[src/rtl/ds2_demux_pkg.sv]
package ds2_demux_pkg;

  // Frame geometry
  localparam int unsigned TRIBS        = 4;
  localparam int unsigned SUBFRAMES    = 4;
  localparam int unsigned BLOCKS       = 6;
  localparam int unsigned DATA_PER_BLK = 48;
  localparam int unsigned BLK_LEN      = DATA_PER_BLK + 1;

  localparam int unsigned BB_W   = $clog2(BLK_LEN);
  localparam int unsigned BLK_W  = $clog2(BLOCKS);
  localparam int unsigned SUB_W  = $clog2(SUBFRAMES);
  localparam int unsigned TRIB_W = $clog2(TRIBS);

  // Overhead roles
  localparam int unsigned M_BLK     = 0;
  localparam int unsigned X_SUB     = SUBFRAMES - 1;
  localparam int unsigned STUFF_BLK = BLOCKS - 1;
  // One bit per block index: set where the overhead bit is a stuff-control bit
  localparam logic [2**BLK_W-1:0] CTRL_BLK_MASK = (2**BLK_W)'(8'b0001_1010);

  // Vote counter
  localparam int unsigned VOTE_W   = 2;
  localparam int unsigned VOTE_MAJ = 2;

  typedef struct packed {
    logic [SUB_W-1:0] sub;
    logic [BLK_W-1:0] blk;
    logic [BB_W-1:0]  bb;
  } ds2_pos_t;

  typedef struct packed {
    logic              oh;
    logic              m_bit;
    logic              c_bit;
    logic              x_bit;
    logic              stuff_opp;
    logic [TRIB_W-1:0] trib;
  } ds2_slot_t;

endpackage

[src/rtl/ds2_pos_counter.sv]
module ds2_pos_counter
  import ds2_demux_pkg::*;
(
  input  logic      clk,
  input  logic      rst_n,
  input  logic      bit_en,
  input  logic      sync_in,
  output ds2_slot_t slot
);

  ds2_pos_t        pos_q;
  ds2_pos_t        pos_cur;
  ds2_pos_t        pos_nxt;
  logic [BB_W-1:0] didx;

  // Position of the bit presented in this cycle, and its successor
  always_comb begin
    pos_cur = sync_in ? '0 : pos_q;
    pos_nxt = pos_cur;
    if (pos_cur.bb == BB_W'(BLK_LEN - 1)) begin
      pos_nxt.bb = '0;
      if (pos_cur.blk == BLK_W'(BLOCKS - 1)) begin
        pos_nxt.blk = '0;
        if (pos_cur.sub == SUB_W'(SUBFRAMES - 1)) pos_nxt.sub = '0;
        else                                      pos_nxt.sub = pos_cur.sub + SUB_W'(1);
      end else begin
        pos_nxt.blk = pos_cur.blk + BLK_W'(1);
      end
    end else begin
      pos_nxt.bb = pos_cur.bb + BB_W'(1);
    end
  end

  // Slot decode
  always_comb begin
    didx           = pos_cur.bb - BB_W'(1);
    slot.oh        = (pos_cur.bb == '0);
    slot.m_bit     = slot.oh && (pos_cur.blk == BLK_W'(M_BLK));
    slot.c_bit     = slot.oh && CTRL_BLK_MASK[pos_cur.blk];
    slot.x_bit     = slot.m_bit && (pos_cur.sub == SUB_W'(X_SUB));
    slot.stuff_opp = !slot.oh && (pos_cur.blk == BLK_W'(STUFF_BLK))
                     && (didx == BB_W'(pos_cur.sub));
    slot.trib      = didx[TRIB_W-1:0];
  end

  always_ff @(posedge clk or negedge rst_n) begin
    if (!rst_n)      pos_q <= '0;
    else if (bit_en) pos_q <= pos_nxt;
  end

  // last bit of the frame wraps to position 0
  a_r2_frame_wrap: assert property (@(posedge clk) disable iff (!rst_n)
    (bit_en && !sync_in && pos_q.sub == SUB_W'(SUBFRAMES - 1)
     && pos_q.blk == BLK_W'(BLOCKS - 1) && pos_q.bb == BB_W'(BLK_LEN - 1))
    |=> (pos_q == '0));

  // a sync bit is position 0, so the next bit is position 1
  a_r9_sync_realign: assert property (@(posedge clk) disable iff (!rst_n)
    (bit_en && sync_in) |=> (pos_q.sub == '0 && pos_q.blk == '0 && pos_q.bb == BB_W'(1)));

  // idle cycles freeze the position
  a_r8_pos_hold: assert property (@(posedge clk) disable iff (!rst_n)
    !bit_en |=> $stable(pos_q));

  a_r2_pos_range: assert property (@(posedge clk) disable iff (!rst_n)
    (pos_q.bb < BB_W'(BLK_LEN)) && (pos_q.blk < BLK_W'(BLOCKS)));

endmodule

[src/rtl/ds2_stuff_vote.sv]
module ds2_stuff_vote
  import ds2_demux_pkg::*;
(
  input  logic clk,
  input  logic rst_n,
  input  logic bit_en,
  input  logic bit_in,
  input  logic m_bit,
  input  logic c_bit,
  output logic discard
);

  logic [VOTE_W-1:0] ones_q;
  logic [VOTE_W-1:0] ones_d;

  // Count control-bit ones; the subframe's first overhead bit clears the tally
  always_comb begin
    ones_d = ones_q;
    if (m_bit)                ones_d = '0;
    else if (c_bit && bit_in) ones_d = ones_q + VOTE_W'(1);
  end

  always_ff @(posedge clk or negedge rst_n) begin
    if (!rst_n)      ones_q <= '0;
    else if (bit_en) ones_q <= ones_d;
  end

  assign discard = (ones_q >= VOTE_W'(VOTE_MAJ));

  // no more than three control bits counted in a subframe
  a_r5_vote_bound: assert property (@(posedge clk) disable iff (!rst_n)
    (bit_en && c_bit && bit_in) |-> (ones_q != '1));

endmodule

[src/rtl/ds2_trib_lane.sv]
module ds2_trib_lane (
  input  logic clk,
  input  logic rst_n,
  input  logic bit_en,
  input  logic bit_in,
  input  logic take,
  input  logic ais_force,
  output logic data_q,
  output logic valid_q
);

  logic load;
  logic data_d;
  logic valid_d;

  always_comb begin
    load    = bit_en && take;
    valid_d = load;
    data_d  = load ? (ais_force | bit_in) : data_q;
  end

  always_ff @(posedge clk or negedge rst_n) begin
    if (!rst_n) begin
      data_q  <= 1'b0;
      valid_q <= 1'b0;
    end else begin
      data_q  <= data_d;
      valid_q <= valid_d;
    end
  end

  // alarm insertion delivers a one on the strobe
  a_r7_ais_ones: assert property (@(posedge clk) disable iff (!rst_n)
    (bit_en && take && ais_force) |=> (valid_q && data_q));

  // data is held between strobes
  a_r3_data_hold: assert property (@(posedge clk) disable iff (!rst_n)
    !(bit_en && take) |=> (!valid_q && $stable(data_q)));

endmodule

[src/rtl/ds2_demux.sv]
module ds2_demux
  import ds2_demux_pkg::*;
(
  input  logic             clk,
  input  logic             rst_n,
  input  logic             bit_en,
  input  logic             bit_in,
  input  logic             sync_in,
  input  logic             frame_ok,
  input  logic [TRIBS-1:0] ais_en,
  output logic [TRIBS-1:0] trib_data,
  output logic [TRIBS-1:0] trib_valid,
  output logic             x_data,
  output logic             x_stb
);

  // Reset: asserted asynchronously, released on the clock
  logic [1:0] rst_pipe;
  logic       rst_n_int;

  always_ff @(posedge clk or negedge rst_n) begin
    if (!rst_n) rst_pipe <= '0;
    else        rst_pipe <= {rst_pipe[0], 1'b1};
  end
  assign rst_n_int = rst_pipe[1];

  ds2_slot_t slot;
  logic      discard;

  ds2_pos_counter u_pos (
    .clk     (clk),
    .rst_n   (rst_n_int),
    .bit_en  (bit_en),
    .sync_in (sync_in),
    .slot    (slot)
  );

  ds2_stuff_vote u_vote (
    .clk     (clk),
    .rst_n   (rst_n_int),
    .bit_en  (bit_en),
    .bit_in  (bit_in),
    .m_bit   (slot.m_bit),
    .c_bit   (slot.c_bit),
    .discard (discard)
  );

  logic drop_bit;
  assign drop_bit = slot.stuff_opp && discard;

  for (genvar n = 0; n < TRIBS; n++) begin : g_lane
    logic take;
    logic ais_force;
    assign take      = !slot.oh && (slot.trib == TRIB_W'(n)) && !drop_bit;
    assign ais_force = !frame_ok && ais_en[n];

    ds2_trib_lane u_lane (
      .clk       (clk),
      .rst_n     (rst_n_int),
      .bit_en    (bit_en),
      .bit_in    (bit_in),
      .take      (take),
      .ais_force (ais_force),
      .data_q    (trib_data[n]),
      .valid_q   (trib_valid[n])
    );
  end

  // X-bit capture
  logic x_data_d;
  logic x_stb_d;

  always_comb begin
    x_stb_d  = bit_en && slot.x_bit;
    x_data_d = x_stb_d ? bit_in : x_data;
  end

  always_ff @(posedge clk or negedge rst_n_int) begin
    if (!rst_n_int) begin
      x_data <= 1'b0;
      x_stb  <= 1'b0;
    end else begin
      x_data <= x_data_d;
      x_stb  <= x_stb_d;
    end
  end

  // only one tributary strobes per bit
  a_r3_one_lane: assert property (@(posedge clk) disable iff (!rst_n_int)
    $onehot0(trib_valid));

  // overhead bits give no strobe
  a_r4_oh_silent: assert property (@(posedge clk) disable iff (!rst_n_int)
    (bit_en && slot.oh) |=> (trib_valid == '0));

  // a dropped stuff bit gives no strobe
  a_r5_stuff_drop: assert property (@(posedge clk) disable iff (!rst_n_int)
    (bit_en && slot.stuff_opp && discard) |=> (trib_valid == '0));

  // the X-bit strobe never coincides with tributary data
  a_r6_x_alone: assert property (@(posedge clk) disable iff (!rst_n_int)
    x_stb |-> (trib_valid == '0));

  // no strobe after an idle cycle
  a_r8_idle_quiet: assert property (@(posedge clk) disable iff (!rst_n_int)
    !bit_en |=> (trib_valid == '0 && !x_stb));

endmodule

[config.mk]
export PLATFORM = sky130hd
export DESIGN_NAME = ds2_demux
export DESIGN_NICKNAME = d
export VERILOG_FILES = /design/src/rtl/ds2_demux_pkg.sv /design/src/rtl/ds2_pos_counter.sv /design/src/rtl/ds2_stuff_vote.sv /design/src/rtl/ds2_trib_lane.sv /design/src/rtl/ds2_demux.sv
export SDC_FILE = /design/constraint.sdc
export NUM_CORES = 1
export LEC_CHECK = 0
export BUFFER_PORTS_ARGS = -buffer_cell sky130_fd_sc_hd__buf_2
export CAP_MARGIN = 20
export CORE_ASPECT_RATIO = 0.8
export CORE_MARGIN = 3
export CORE_UTILIZATION = 40
export CTS_BUF_LIST = sky130_fd_sc_hd__clkbuf_2 sky130_fd_sc_hd__clkbuf_4 sky130_fd_sc_hd__clkbuf_8
export DETAILED_ROUTE_END_ITERATION = 10
export GPL_TIMING_DRIVEN = 1
export HOLD_SLACK_MARGIN = 0.06
export PLACE_DENSITY = 0.61
export SYNTH_ARGS = -nofsm -noshare
export SYNTH_HDL_FRONTEND = slang
export SYNTH_SLANG_ARGS = --single-unit
[constraint.sdc]
create_clock -name clk -period 1.3 [get_ports clk]
set_clock_uncertainty 0.15 [all_clocks]
set_input_delay 0.26 -clock clk [delete_from_list [all_inputs] [get_ports clk]]
set_output_delay 0.26 -clock clk [all_outputs]
set_load 0.02 [all_outputs]
==> flow_summary.yaml, run 1 <==
run_status:
  status: "finished with violations"
  violations: "negative setup slack"
placed_design:
  port-buffer-count: 19
  gp_congestion: 0.824
  dp.cells: 236
  placed_cell_area_um2: 1890
  dp_hpwl_um: 2630
die:
  die-area_um2: 4510
  die_height_um: 60.6
  core-area_um2: 3520
  ioPinCount: 20
  initial_utilization: 0.424
  die_w_um: 74.3
  core.rowCount: 19
critical_path:
  r2r_start: "u_pos.pos_q[3]$_DFFE_PN0P_"
  crit_path_end_kind: "flip-flop"
  ff2ff_path_depth: 5
  path_max_fanout: 4
  worstSetupStartpointType: "flip-flop"
  crit_path_start: "u_pos.pos_q[3]$_DFFE_PN0P_"
  cp.arrival_ns: 2.01
  critPathKind: "reg2reg"
  critPathRequiredTime_ns: 1.35
drt:
  drt_pass1_iterations: 4
  dr_total_vias: 1281
  drt_wl_total_um: 3830
  via_per_inst: 5.17
  drc: 0
  wire_per_inst_um: 15.4
  antenna_left: 0
  drtIter0Drc: 39
min_path:
  worstHoldPathType: "reg2async"
final_layout:
  stdcell_area_um2: 2150
  mostFrequentLayoutCell: "buf_4"
  final_cells: 248
  nNetsFinal: 223
  drive_gt1_frac: 0.515
  layout_common_cells: "buf_4, dfrtp_1, inv_1, buf_2, a21oi_1"
  fin_util: 0.611
  insertedDiodeCount: 0
  syn_to_final_growth_pct: 44.0
power:
  p_per_area_nw_per_um2: 1300
  vdd_ir_drop_max_uv: 832
  power_mw: 2.79
  leakage_nw: 1.09
timing:
  slew_viol_final: 0
  grt_setup_unrepaired: "true"
  hold_viol_final: 0
  finalSetupTns_ns: -11.27
  worst_slack_ns: -0.667
  max_freq_mhz: 508
  setup_viol: 22
  min_period_over_period: 1.51
  fin_crit_ns: 1.97
yosys:
  yosysWarnings: 0
  synth.distinct_cells: 43
  synthArstFlopShare: 1.00
  ys_seq_area_frac: 0.419
  synth_ff_type: "dfrtp_1"
  synth_top_cell_area_share: 0.419
  synth.area.top_cells: "dfrtp_1, mux2i_1, ha_1, inv_1, buf_4"
  yosysTopAreaCell: "dfrtp_1"
  synthCells: 148
  synth-edff-count: 0
  ys_ff_latch: 25
  synth_area_per_cell_um2: 10.1
  syn_area_um2: 1490
  syn_nets: 164
clock_tree:
  clock-sinks: 25
  htreeDepth: 1
  clk_latency_ns: 0.27
  root_buffer: "clkbuf_8"
  clock_path_buffers: 2
  cts_tree: "done"
  cts.reportedPaths.clkPinSlew_ns: 0.09
  numCtsBuffers: 3
job:
  cap_viol_max_count: 0
global_route:
  grt_pass1_wl_um: 6320
  antenna_found_initial: 0
  overflow: 0
  grt_usage: 0.185
  grt_pass1_vias: 1387
  grt_max_degree: 24
worst paths after layout:
check	to	slack, ns
max	g_lane[3].u_lane.data_q$_DFFE_PN0P_	-0.67
min	g_lane[2].u_lane.data_q$_DFFE_PN0P_	0.07
max reg2reg	g_lane[3].u_lane.data_q$_DFFE_PN0P_	-0.67
min reg2reg	g_lane[2].u_lane.data_q$_DFFE_PN0P_	0.07
max in group asynchronous	u_pos.pos_q[0]$_DFFE_PN0P_	0.68
min in group clk	g_lane[1].u_lane.data_q$_DFFE_PN0P_	0.12
timing repair:
action / CTS / global route
resized for setup: 21 / 5
hold buffers: 1 / 0
endpoints found under the hold margin: 2 / 0
setup buffers: 7 / 1
pin swaps: 13 / 3
setup endpoints to repair: 23 / 22
per-layer routing:
| metal | share of wire | up-vias | GRT usage |
|---|---|---|---|
| met3 | 0.028 | 4 | 0.0464 |
| met4 | 0.0081 | 0 | 0.0406 |
| met5 | 0 | - | 0 |
| met1 | 0.45 | 641 | 0.232 |
| li1 | - | 616 | - |
| met2 | 0.52 | 20 | 0.326 |
power by group:
| part | switching, mW | internal [mW] | leakage (nW) | total (mW) |
|---|---|---|---|---|
| clock network | 0.250 | 0.240 | 0.0262 | 0.490 |
| registers | 0.119 | 0.922 | 0.316 | 1.04 |
| logic | 0.622 | 0.632 | 0.743 | 1.25 |
metrics by stage:
stage          hold slack (ns)  worst slack [ns]
4_1_cts                 0.0857            -0.658
3_3_place_gp            -0.105            -0.623
6_report                0.0700            -0.667
5_1_grt                  0.109            -0.747
3_5_place_dp           -0.0975            -0.706
2_1_floorplan           -0.186            -0.628
worst max-delay path, cell delays in order, from the launching register on:
cell and delay (ns):
dfrtp_1 0.44, or3_4 0.40, nor4b_4 0.28, nand4_4 0.19
o2111ai_4 0.24, mux2i_1 0.20
Yosys cell counts (2+ instances only):
cell,n
o22ai_1,7
mux2_2,4
clkbuf_1,3
buf_4,8
o211ai_2,3
a21oi_1,9
nand3_1,2
nor4_1,3
dfrtp_1,25
nor3b_1,3
inv_2,2
nand2_1,8
mux2_1,2
inv_1,19
o21ai_1,2
xnor2_1,2
mux2i_1,8
ha_1,6
nand2b_1,2
nor2_1,7
logic make-up (layout without fill, tap and decap cells):
logic type | count (synthesis) | count (layout) | synth area share
simple gates | 35 | 35 | 0.163
buf+inv | 35 | 93 | 0.114
compound gates | 30 | 30 | 0.141
flops | 25 | 25 | 0.419
mux | 14 | 14 | 0.0989
fa+ha+maj | 6 | 6 | 0.0503
xor+xnor | 2 | 2 | 0.0117
other cells | 1 | 1 | 0.00251
sequential cells by signal, indices dropped and copies added, names as in the netlist:
register               flops
u_pos.pos_q               11
g_lane.u_lane.data_q       4
g_lane.u_lane.valid_q      4
rst_pipe                   2
u_vote.ones_q              2
x_data                     1
x_stb                      1
cell type report:
cell class | count | area (um^2)
Fill cell | 295 | 1370
Inverter | 21 | 78.8
Sequential cell | 25 | 628
Multi-Input combinational cell | 88 | 861
Tap cell | 42 | 52.6
Timing Repair Buffer | 68 | 480
Clock buffer | 4 | 48.8
No activity file was read; power rests on OpenSTA's default activity.
==> inputs of run 2 (changes only) <==
--- a/config.mk
+++ b/config.mk
@@ -5,12 +5,14 @@
 export SDC_FILE = /design/constraint.sdc
 export NUM_CORES = 1
 export LEC_CHECK = 0
+export ABC_AREA = 1
 export BUFFER_PORTS_ARGS = -buffer_cell sky130_fd_sc_hd__buf_2
 export CAP_MARGIN = 20
 export CORE_ASPECT_RATIO = 0.8
 export CORE_MARGIN = 3
 export CORE_UTILIZATION = 40
 export CTS_BUF_LIST = sky130_fd_sc_hd__clkbuf_2 sky130_fd_sc_hd__clkbuf_4 sky130_fd_sc_hd__clkbuf_8
+export CTS_CLUSTER_DIAMETER = 50
 export DETAILED_ROUTE_END_ITERATION = 10
 export GPL_TIMING_DRIVEN = 1
 export HOLD_SLACK_MARGIN = 0.06
==> run 2 against run 1 <==
Global-route usage decreased by 1.9 points. Cell area shrank 4.3%. Critical endpoint is now g_lane[0].u_lane.data_q$_DFFE_PN0P_. Register-to-register slack better by 0.39 ns. Fmax is 25% higher. Via count increased by 8.0%. Critical path type unchanged. Sequential power down 13%. First-iteration DRC count increased by 130%. Combinational power fell by 56%. The run still ends with negative setup slack left. Largest cell class unchanged.
==> flow_summary.yaml, run 2 <==
clock_tree:
  clk_latency_ns: 0.28
  clock_path_buffers: 2
  htreeDepth: 1
  cts.reportedPaths.clkPinSlew_ns: 0.09
  numCtsBuffers: 3
  cts_tree: "done"
  root_buffer: "clkbuf_8"
  clock-sinks: 25
drt:
  dr_total_vias: 1384
  drc: 0
  via_per_inst: 4.77
  antenna_left: 0
  drt_wl_total_um: 3400
  drtIter0Drc: 89
  wire_per_inst_um: 11.7
  drt_pass1_iterations: 4
timing:
  finalSetupTns_ns: -4.40
  min_period_over_period: 1.21
  fin_crit_ns: 1.58
  setup_viol: 22
  hold_viol_final: 0
  max_freq_mhz: 634
  grt_setup_unrepaired: "true"
  slew_viol_final: 0
  holdWs_ns: 0.0813
  worst_slack_ns: -0.277
placed_design:
  placed_cell_area_um2: 1860
  dp_slack_ns: -0.372
  gp_congestion: 0.900
  dp.cells: 283
  dp_hpwl_um: 2580
  port-buffer-count: 19
yosys:
  ys_seq_area_frac: 0.411
  yosys-mux-area-fraction: 0
  synth_simple_gate_area_frac: 0.314
  ys_ff_latch: 25
  synthXorXnorAreaFrac: 0.00575
  synth.distinct_cells: 25
  yosysTopAreaCell: "dfrtp_1"
  synth_compound_area_frac: 0.0870
  yosys-top-cells-count: "nand2_1, inv_1, dfrtp_1"
  yosysWarnings: 0
  synth_fa_ha_area_frac: 0.0493
  synth_top_cell_area_share: 0.411
  synth.area.top_cells: "dfrtp_1, nand2_1, inv_1, o21ai_0, nand3_1"
  syn_nets: 221
  synth_ff_type: "dfrtp_1"
  synthArstFlopShare: 1.00
  synth_area_per_cell_um2: 7.43
  synth.most_common_cell: "nand2_1"
  syn_area_um2: 1520
  synth_top_family_by_area: "simple AND/OR/NAND/NOR gates"
  synth-edff-count: 0
  synthCells: 205
global_route:
  grt_pass1_vias: 1261
  grtUsageMet2: 0.261
  overflow: 0
  met1_usage: 0.223
  grtUsageMet3: 0.0440
  grt_usage: 0.166
  grt_max_degree: 24
  antenna_found_initial: 0
  grt_pass1_wl_um: 5620
  grt-busiest-layer: "met2"
die:
  die_height_um: 61.2
  die_w_um: 75.0
  initial_utilization: 0.430
  die-area_um2: 4590
  ioPinCount: 20
  core.rowCount: 19
  core-area_um2: 3540
power:
  vdd_ir_drop_max_uv: 698
  sequentialPowerShare: 0.470
  switching_share: 0.326
  power.internal_mw: 1.29
  p_sw_mw: 0.627
  leakage_nw: 1.12
  p_comb_frac: 0.284
  power_mw: 1.92
  p_per_area_nw_per_um2: 933
  clkPwrFrac: 0.246
min_path:
  worstHoldPathType: "reg2async"
final_layout:
  final_cells: 290
  largest-register: "u_pos.pos_q"
  drive_gt1_frac: 0.399
  largest_registers: "u_pos.pos_q (11), g_lane.u_lane.data_q (4), g_lane.u_lane.valid_q (4)"
  insertedDiodeCount: 0
  stdcell_area_um2: 2060
  n_fill_cell: 318
  syn_to_final_growth_pct: 35.0
  nNetsFinal: 265
  largest_reg_flops: 11
  layout_common_cells: "nand2_1, buf_4, inv_1"
  fin_util: 0.581
  mostFrequentLayoutCell: "nand2_1"
critical_path:
  critPathRequiredTime_ns: 1.37
  critPathKind: "reg2reg"
  path_max_fanout: 8
  crit_path_end_kind: "flip-flop"
  worstSetupStartpointType: "flip-flop"
  cp.arrival_ns: 1.65
job:
  cap_viol_max_count: 0
run_status:
  violations: "negative setup slack"
  status: "finished with violations"
[run 2: power by group through the flow]
stage          Sequential, mW  Clock [mW]  Combinational (mW)
2_1_floorplan           0.919           0               0.357
3_3_place_gp            0.913           0               0.488
3_5_place_dp            0.915           0               0.492
4_1_cts                 0.902       0.495               0.530
5_1_grt                 0.915       0.514               0.606
6_report                0.902       0.473               0.545
[run 2: final cells by class]
| type | instances | area [um^2] | share of cell area |
|---|---|---|---|
| clock buffers | 3 | 41.3 | 0.0201 |
| clock inverters | 1 | 5.00 | 0.00243 |
| inverters | 32 | 139 | 0.0675 |
| multi-input cells | 137 | 857 | 0.417 |
| flip-flops and latches | 25 | 628 | 0.305 |
| well taps | 42 | 52.6 | 0.0255 |
| repair buffers | 50 | 334 | 0.162 |
[run 2: per-layer routing]
layer	up-vias	wire length, um	part of all wire
met1	631	1560	0.46
met2	26	1620	0.48
li1	722	-	-
met4	0	45	0.013
met3	5	176	0.052
met5	-	0	0
[run 2: worst paths after layout]
path / startpoint / endpoint / slack [ns] / cells past startpoint
min: rst_pipe[1]$_DFF_PN0_ / u_pos.pos_q[3]$_DFFE_PN0P_ / 0.08 / 1
max reg2reg: u_vote.ones_q[0]$_DFFE_PN0P_ / g_lane[0].u_lane.data_q$_DFFE_PN0P_ / -0.28 / 12
min reg2reg: rst_pipe[1]$_DFF_PN0_ / u_pos.pos_q[3]$_DFFE_PN0P_ / 0.08 / 1
min in group clk: bit_en / u_pos.pos_q[8]$_DFFE_PN0P_ / 0.10 / 3
max in group asynchronous: rst_pipe[1]$_DFF_PN0_ / u_pos.pos_q[1]$_DFFE_PN0P_ / 0.67 / 1
max: u_vote.ones_q[0]$_DFFE_PN0P_ / g_lane[0].u_lane.data_q$_DFFE_PN0P_ / -0.28 / 12
[run 2: timing repair]
| action | in CTS | in global routing |
|---|---|---|
| cloned | 0 | 0 |
| setup buffers | 2 | 0 |
| resized for setup | 9 | 29 |
| endpoints found under the hold margin | 2 | 0 |
| hold buffers | 1 | 0 |
| setup endpoints to repair | 22 | 22 |
| pin swaps | 3 | 15 |
[run 2: critical path: stages (launching register included)]
cell,delay (ns)
dfrtp_1,0.40
inv_2,0.08
ha_4,0.12
inv_2,0.03
nand2_2,0.05
nand3_2,0.06
nor2_2,0.11
nand2_1,0.07
nor2_2,0.15
nand2_4,0.12
nand2_1,0.09
nand2_1,0.05
nand2_1,0.05
[run 2: kinds of logic after synthesis]
logic type | Yosys count
compound gates | 24
xor+xnor | 1
flops | 25
other cells | 1
fa+ha+maj | 6
simple gates | 105
buf+inv | 43
